File: config.mk
export PLATFORM = sky130hd
export DESIGN_NAME = wdog_twostage
export DESIGN_NICKNAME = d
export VERILOG_FILES = /design/src/rtl/wdog_twostage.sv
export SDC_FILE = /design/constraint.sdc
export NUM_CORES = 1
export LEC_CHECK = 0
export CAP_MARGIN = 10
export CORE_MARGIN = 3
export CORE_UTILIZATION = 40
export CTS_CLUSTER_SIZE = 40
export DETAILED_ROUTE_END_ITERATION = 10
export GPL_ROUTABILITY_DRIVEN = 0
export HOLD_SLACK_MARGIN = 0.08
export PLACE_DENSITY_LB_ADDON = 0.2
export SLEW_MARGIN = 10
export SYNTH_ARGS = -nofsm -noshare
export SYNTH_HDL_FRONTEND = slang
export SYNTH_SLANG_ARGS = --single-unit
File: constraint.sdc
create_clock -name clk -period 2 [get_ports clk]
set_clock_uncertainty 0.05 [all_clocks]
set_input_delay 0.4 -clock clk [delete_from_list [all_inputs] [get_ports clk]]
set_output_delay 0.4 -clock clk [all_outputs]
set_load 0.02 [all_outputs]
File: src/rtl/wdog_twostage.sv
module wdog_twostage #(
  parameter int PRE_W    = 20,
  parameter int SLOW_LOG = 15,
  parameter int FAST_LOG = 5
) (
  input  logic        clk,
  input  logic        rst_n,
  input  logic [2:0]  addr,
  input  logic        wr,
  input  logic [3:0]  be,
  input  logic [31:0] wdata,
  input  logic        rd,
  output logic [31:0] rdata,
  output logic        irq,
  output logic [1:0]  irq_kind,
  output logic        wdt_rst
);
  localparam logic [2:0] W_CFG = 3'd0, W_CTL = 3'd1, W_PA = 3'd2, W_PB = 3'd3, W_STAT = 3'd4;
  localparam logic [7:0] KEY_ONE = 8'h80, KEY_TWO = 8'h86;
  localparam int PAD = 32 - PRE_W;

  typedef enum logic [1:0] {UL_IDLE, UL_ARMED, UL_OPEN} ul_t;
  typedef enum logic [1:0] {ST_A, ST_B, ST_HALT} st_t;

  logic [5:0]          cfg;
  logic [2:0]          ctl;
  logic [PRE_W-1:0]    pre_a, pre_b, cnt;
  logic [SLOW_LOG-1:0] div;
  logic                flag;
  ul_t                 ul;
  st_t                 st;

  wire [31:0] wm      = {{8{be[3]}}, {8{be[2]}}, {8{be[1]}}, {8{be[0]}}};
  wire [31:0] cfg_new = ({26'b0, cfg} & ~wm) | (wdata & wm);
  wire [31:0] ctl_new = ({29'b0, ctl} & ~wm) | (wdata & wm);
  wire [31:0] pa_new  = ({{PAD{1'b0}}, pre_a} & ~wm) | (wdata & wm);
  wire [31:0] pb_new  = ({{PAD{1'b0}}, pre_b} & ~wm) | (wdata & wm);

  wire open_ok  = (ul == UL_OPEN);
  wire prot     = wr && (addr == W_PA || addr == W_PB || addr == W_STAT);
  wire restart  = wr && addr == W_STAT && open_ok && be[1] && wdata[8];
  wire clear    = restart && wdata[9];
  wire en       = ctl[1];
  wire freerun  = ctl[2];
  wire tick     = cfg[2] ? &div[FAST_LOG-1:0] : &div;
  wire cnt_zero = (cnt == '0);

  always_ff @(posedge clk) begin
    if (!rst_n) begin
      cfg   <= '0;
      ctl   <= '0;
      pre_a <= '1;
      pre_b <= '1;
      ul    <= UL_IDLE;
    end else begin
      if (wr && addr == W_CFG) cfg <= cfg_new[5:0] & 6'h27;
      if (wr && addr == W_CTL && !ctl[0]) ctl <= ctl_new[2:0];
      if (wr && addr == W_PA && open_ok) pre_a <= pa_new[PRE_W-1:0];
      if (wr && addr == W_PB && open_ok) pre_b <= pb_new[PRE_W-1:0];
      if (prot) begin
        if (open_ok || addr != W_STAT || !be[0]) ul <= UL_IDLE;
        else if (ul == UL_IDLE) ul <= (wdata[7:0] == KEY_ONE) ? UL_ARMED : UL_IDLE;
        else ul <= (wdata[7:0] == KEY_TWO) ? UL_OPEN : UL_IDLE;
      end
    end
  end

  always_ff @(posedge clk) begin
    if (!rst_n) begin
      div      <= '0;
      cnt      <= '1;
      st       <= ST_A;
      irq      <= 1'b0;
      irq_kind <= 2'b00;
      flag     <= 1'b0;
      wdt_rst  <= 1'b0;
    end else begin
      if (clear) begin
        flag    <= 1'b0;
        wdt_rst <= 1'b0;
      end
      if (!en || restart) begin
        div <= '0;
        cnt <= pre_a;
        st  <= ST_A;
        irq <= 1'b0;
      end else begin
        div <= div + 1'b1;
        if (tick) begin
          case (st)
            ST_A:
              if (cnt_zero) begin
                st  <= ST_B;
                cnt <= pre_b;
                if (cfg[1:0] != 2'b11) begin
                  irq      <= 1'b1;
                  irq_kind <= cfg[1:0];
                end
              end else cnt <= cnt - 1'b1;
            ST_B:
              if (cnt_zero) begin
                if (freerun) begin
                  st  <= ST_A;
                  cnt <= pre_a;
                end else begin
                  st   <= ST_HALT;
                  flag <= 1'b1;
                  if (!cfg[5]) wdt_rst <= 1'b1;
                end
              end else cnt <= cnt - 1'b1;
            default: ;
          endcase
        end
      end
    end
  end

  always_ff @(posedge clk) begin
    if (!rst_n) rdata <= '0;
    else if (rd) begin
      case (addr)
        W_CFG:   rdata <= {26'b0, cfg};
        W_CTL:   rdata <= {29'b0, ctl};
        W_PA:    rdata <= {{PAD{1'b0}}, pre_a};
        W_PB:    rdata <= {{PAD{1'b0}}, pre_b};
        W_STAT:  rdata <= {22'b0, flag, 9'b0};
        default: rdata <= '0;
      endcase
    end
  end

  a_r2_unlock_consumed: assert property (@(posedge clk) disable iff (!rst_n)
    (prot && open_ok) |=> (ul == UL_IDLE));
  a_r3_closed_write_blocked: assert property (@(posedge clk) disable iff (!rst_n)
    (wr && addr == W_PA && !open_ok) |=> $stable(pre_a));
  a_r4_lock_frozen: assert property (@(posedge clk) disable iff (!rst_n)
    ctl[0] |=> $stable(ctl));
  a_r7_rst_needs_flag: assert property (@(posedge clk) disable iff (!rst_n)
    wdt_rst |-> flag);
  a_r8_restart_drops_irq: assert property (@(posedge clk) disable iff (!rst_n)
    restart |=> !irq);
  a_r9_clear_both: assert property (@(posedge clk) disable iff (!rst_n)
    clear |=> (!flag && !wdt_rst));
  a_r10_freerun_no_flag: assert property (@(posedge clk) disable iff (!rst_n)
    $rose(flag) |-> !$past(freerun));
  a_r11_idle_no_irq: assert property (@(posedge clk) disable iff (!rst_n)
    !en |=> !irq);
endmodule

Word-level counts from Yosys, hierarchy flattened
Index checks and enable logic that the tools add are counted.
{"block": "totals", "in_bits": 43, "reg_bits": 123}
{"block": "classes", "bitwise_logic": 12, "n_addsub": 2, "reduce_logical": 35, "n_eq_ne": 13, "n_mux": 29}
{"op": "2-to-1 mux 20 bit", "n": 5}
{"op": "one-hot mux 20 bit (5 select lines)", "n": 1}
{"op": "bitwise AND 20 bit", "n": 3}
{"op": "bitwise OR 20 bit", "n": 2}
{"op": "one-hot mux 20 bit (2 select lines)", "n": 1}
{"op": "zero test 20 bit", "n": 1}
{"op": "NOT 20 bit", "n": 1}
{"op": "subtractor 20 x 1 -> 20 bit, second input constant", "n": 1}
{"op": "== test 8 bit, second input constant", "n": 2}
{"op": "adder 15 x 1 -> 15 bit, second input constant", "n": 1}
{"op": "2-to-1 mux 1 bit", "n": 15}
{"op": "AND reduction 15 bit", "n": 1}
{"op": "logical AND 1 bit", "n": 13}
{"op": "2-to-1 mux 2 bit", "n": 6}
{"op": "AND reduction 5 bit", "n": 2}
{"op": "AND reduction 4 bit", "n": 2}
{"op": "bitwise AND 6 bit", "n": 1}
{"op": "== test 3 x 2 -> 1 bit, second input constant", "n": 2}
{"op": "!= test 2 bit, second input constant", "n": 3}
{"op": "bitwise OR 6 bit", "n": 1}
{"op": "logical OR 1 bit", "n": 5}
{"op": "zero test 2 bit", "n": 2}
{"op": "!= test 4 bit, second input constant", "n": 1}
{"op": "one-hot mux 2 bit (2 select lines)", "n": 1}
{"op": "other kinds (14)", "n": 18}

Longest topological paths before layout
{"block": "depth", "ltp_word": 13, "ltp_mapped": 9, "mapped_depth_nobuf": 8}

Worst setup path after synthesis
No wires, ideal clock.
{"block": "synth_path", "path_kind": "input-to-reg", "startpoint": "input port addr[1]", "endpoint": "register cnt[3]", "setup_slack_ps": -78, "setup_ps": 121, "required_ps": 1829, "arrival_time_ps": 1908, "stages": 8, "path_cell_list": "buf_2 -> nor3b_1 -> nand3_1 -> nand2_1 -> a21oi_1 -> buf_2 -> o221ai_1 -> a21oi_2"}
{"block": "synth_via", "elab_chain_len": 8, "word_cells_on_any_way": 11, "classes_between": "eq/ne (2); mux (1); reduce/logical (8)"}
{"item": "start: declaration", "line": "8", "rtl": "input logic [2:0] addr,"}
{"item": "== test 3 bit (*)", "line": "41", "rtl": "wire restart = wr && addr == W_STAT && open_ok && be[1] && wdata[8];"}
{"item": "logical AND 1 bit (*) (4 in a row)", "line": "41"}
{"item": "logical OR 1 bit (*)", "line": "82", "rtl": "if (!en || restart) begin"}
{"item": "!= test 4 bit (no source line) (tied with other cells)"}
{"item": "AND reduction 3 bit (no source line)"}
{"item": "end signal: assignment", "line": "84", "rtl": "cnt <= pre_a;"}
{"item": "end signal: assignment", "line": "94", "rtl": "cnt <= pre_b;"}
{"item": "end signal: assignment", "line": "99", "rtl": "end else cnt <= cnt - 1'b1;"}
{"item": "end: declaration", "line": "27", "rtl": "logic [PRE_W-1:0] pre_a, pre_b, cnt;"}
Mark *: on every way between the ends. The rest lies on a longest branch, timed or not.
A chain may end at the register's enable or synchronous reset.

==> impl_metrics.ini <==
[worst_setup_path]
crit_arrival_ns = 2.26
cp_slowest_cell = or4_4
cp_cell_sequence = nand4b_1, or4_4, a21o_4, nor2_4, o21a_1, buf_6, a21oi_2
crit_fanout = 8
critPathTopFamily = simple AND/OR/NAND/NOR gates
cpPeakStageDelay_ns = 0.57
required_ns = 2.20
endpoint_kind = flop
critPathLaunchType = flop
path_buf_inv = 1
crit_type = flop to flop

[final_layout]
final_layout_size_suffix_gt1_frac = 0.249
area_growth_pct = 36.0
utilization = 0.562
final_cells = 972
diodes = 0
fin_nets = 838

[floorplanning]
core_area_um2 = 13300
chipHeight_um = 123
die_area_um2 = 15200
num_io_pins = 79
die_w_um = 123
initial_core_util = 0.413
rows = 42

[detailed_routing]
avgRoutedWirePerCell_um = 17.0
postRouteAntennaNets = 0
drt_iter0_markers = 279
routed_via_density = 5.44
wl_mm = 16.5
num_vias = 5288
drc = 0
drt_pass1_iterations = 5

[synth]
ys_warn_count = 0
synth_area_leaders = dfxtp_1, mux2i_1, nor2_1
synthFlopType = dfxtp_1
yosysTopAreaCell = dfxtp_1
netlist.area_leader.share = 0.403
synth-async-reset-ratio = 0
yosysSeqAreaShare = 0.403
yosysUniqueCellTypes = 72
syn_area_per_cell_um2 = 8.61
synth_area_um2 = 5520
synth_edf_count = 0
ys_ff_latch = 111
syn_inst = 641

[power_and_ir_drop]
power.leakage_nw = 2.97
clkPwrFrac = 0.436
swShare = 0.236
p_int_mw = 3.50
powerDensity_nw_per_um2 = 610
ir_drop_uv = 509
p_switching_mw = 1.08
seq_power_share = 0.488
p_comb_frac = 0.076

[run]
max-cap-violations = 0

[place]
dp_cells = 948
dp_hpwl_mm = 12.5
io_buffers = 53

[grt]
grtUsageTotal = 0.223
first_global_vias = 5191
grt_max_degree = 33
grt.overflow.total = 0
antenna_found_initial = 0
grt_pass1_wl_mm = 26.3

[cts]
cts_buffer_depth = 2
cts_tree = yes
hold_buffers = 0
tritoncts.num_buffers = 9
h-tree-depth = 3
cts_root_buffer = clkbuf_16
path_clk_slew_ns = 0.08
worstSkewPairLatency_ns = 0.36
cts_sinks = 111

[sta]
post-route-period-util = 1.03
drv_slew = 0
rsz0062_at_grt = yes
fmax_mhz = 485
fin_hold_ws_ns = 0.406
fin_crit_ns = 2.06
hold_viol_final = 0
setup_ws_ns = -0.0616
setup_viol = 17

[outcome]
run_status = finished with violations
violations = setup timing

[hold_path]
holdCritPathClass = flop to flop
-- cell usage after synthesis (7+ instances only) --
| cell type | count |
|---|---|
| nor3_1 | 17 |
| xor2_1 | 14 |
| clkbuf_1 | 17 |
| mux2i_1 | 56 |
| a21oi_1 | 30 |
| dfxtp_1 | 111 |
| nand4_1 | 11 |
| buf_4 | 13 |
| nor4_1 | 8 |
| nand3_1 | 34 |
| nor2_1 | 89 |
| nand2_1 | 84 |
| o22ai_1 | 17 |
| xnor2_1 | 11 |
| inv_1 | 7 |
| a2bb2oi_1 | 9 |
| a21oi_2 | 10 |
-- layer usage --
layer,share of wire,wire [um],GRT usage,vias up
met5,0,0,0,-
li1,-,-,-,2561
met1,0.45,7420,0.295,2528
met4,0.022,366,0.0962,0
met2,0.48,7870,0.358,172
met3,0.052,860,0.0361,27
-- worst reg2reg max path, cell delays in order, from the launching register on --
cell and delay [ns]:
dfxtp_2 0.32, nand4b_1 0.18, or4_4 0.57, a21o_4 0.26, nor2_4 0.13, o21a_1 0.20, buf_6 0.18, a21oi_2 0.06
-- cells in the final DEF, fill, tap and decap left out, types with 3 or more instances in the layout --
cell type and instances:
nor4_1 4, nand3_1 33, xor2_1 14, buf_12 3, nor4_2 3, nand3b_1 3
dfxtp_2 3, xnor2_1 11, nor3_2 4, buf_6 5, clkbuf_16 9, nor3_4 3
nand4_1 11, mux4_2 3, mux2i_1 56, o22ai_1 16, inv_1 6, and3_1 5
conb_1 12, a21oi_1 29, or2_2 3, nor2b_1 3, dfxtp_1 108, nor3_1 14
clkdlybuf4s50_1 53, nor2_1 87, and2_1 4, buf_4 105, a2bb2oi_1 9, nand2_1 82
o21ai_1 4, a21oi_2 11
-- worst paths after layout --
path                            cells past startpoint            start  slack [ns]             endpoint
worst min-delay path                                2  flag$_SDFF_PN0_        0.41      flag$_SDFF_PN0_
worst min register to register                      2  flag$_SDFF_PN0_        0.41      flag$_SDFF_PN0_
worst max-delay path                                7             flop       -0.06  cnt[3]$_SDFFE_PN1P_
worst max register to register                      7             flop       -0.06  cnt[3]$_SDFFE_PN1P_
-- cells by family after synthesis --
logic type                 after synthesis  synth area share
adders and majority gates                4           0.00907
muxes                                   61             0.118
other                                    1          0.000680
buffers and inverters                   48            0.0460
AOI/OAI and AO/OA                       97             0.122
and+or+nand+nor                        294             0.262
xor gates and xnor gates                25            0.0397
DFF                                    111             0.403
-- repair_timing --
action,4_1_cts,5_1_grt
gates resized for setup,13,29
endpoints found under the setup margin,22,32
cloned,1,0
buffers inserted,1,6
pin swaps,4,13
-- power by group through the flow --
stage	clock network (mW)	logic, mW	registers [mW]
final	2.00	0.348	2.24
after global routing	2.11	0.375	2.24
after CTS	2.03	0.343	2.24
after detailed placement	0	0.340	2.29
after global placement	0	0.334	2.29
after floorplan	0	0.154	2.31
-- per-stage QoR --
step / setup TNS [ns] / setup slack (ns) / total power, mW / area (um^2)
3_5_place_dp: -21.53 / -0.441 / 2.63 / 6940
3_3_place_gp: -18.39 / -0.402 / 2.62 / 6940
6_report: -0.772 / -0.0616 / 4.58 / 7510
2_1_floorplan: 0 / 0.00923 / 2.46 / 5570
4_1_cts: -0.779 / -0.0775 / 4.60 / 7340
5_1_grt: -2.77 / -0.153 / 4.72 / 7510
-- layout make-up --
cell class                 instances  area (um^2)
sequential                       111         2230
clock inverter                     7          103
timing repair buffer             166         1440
tap                              176          220
clock buffer                       9          225
inverter                           9         33.8
fill                            1226         5840
multi-input combinational        494         3260
Note: power is estimated with default switching activity, not from simulation.
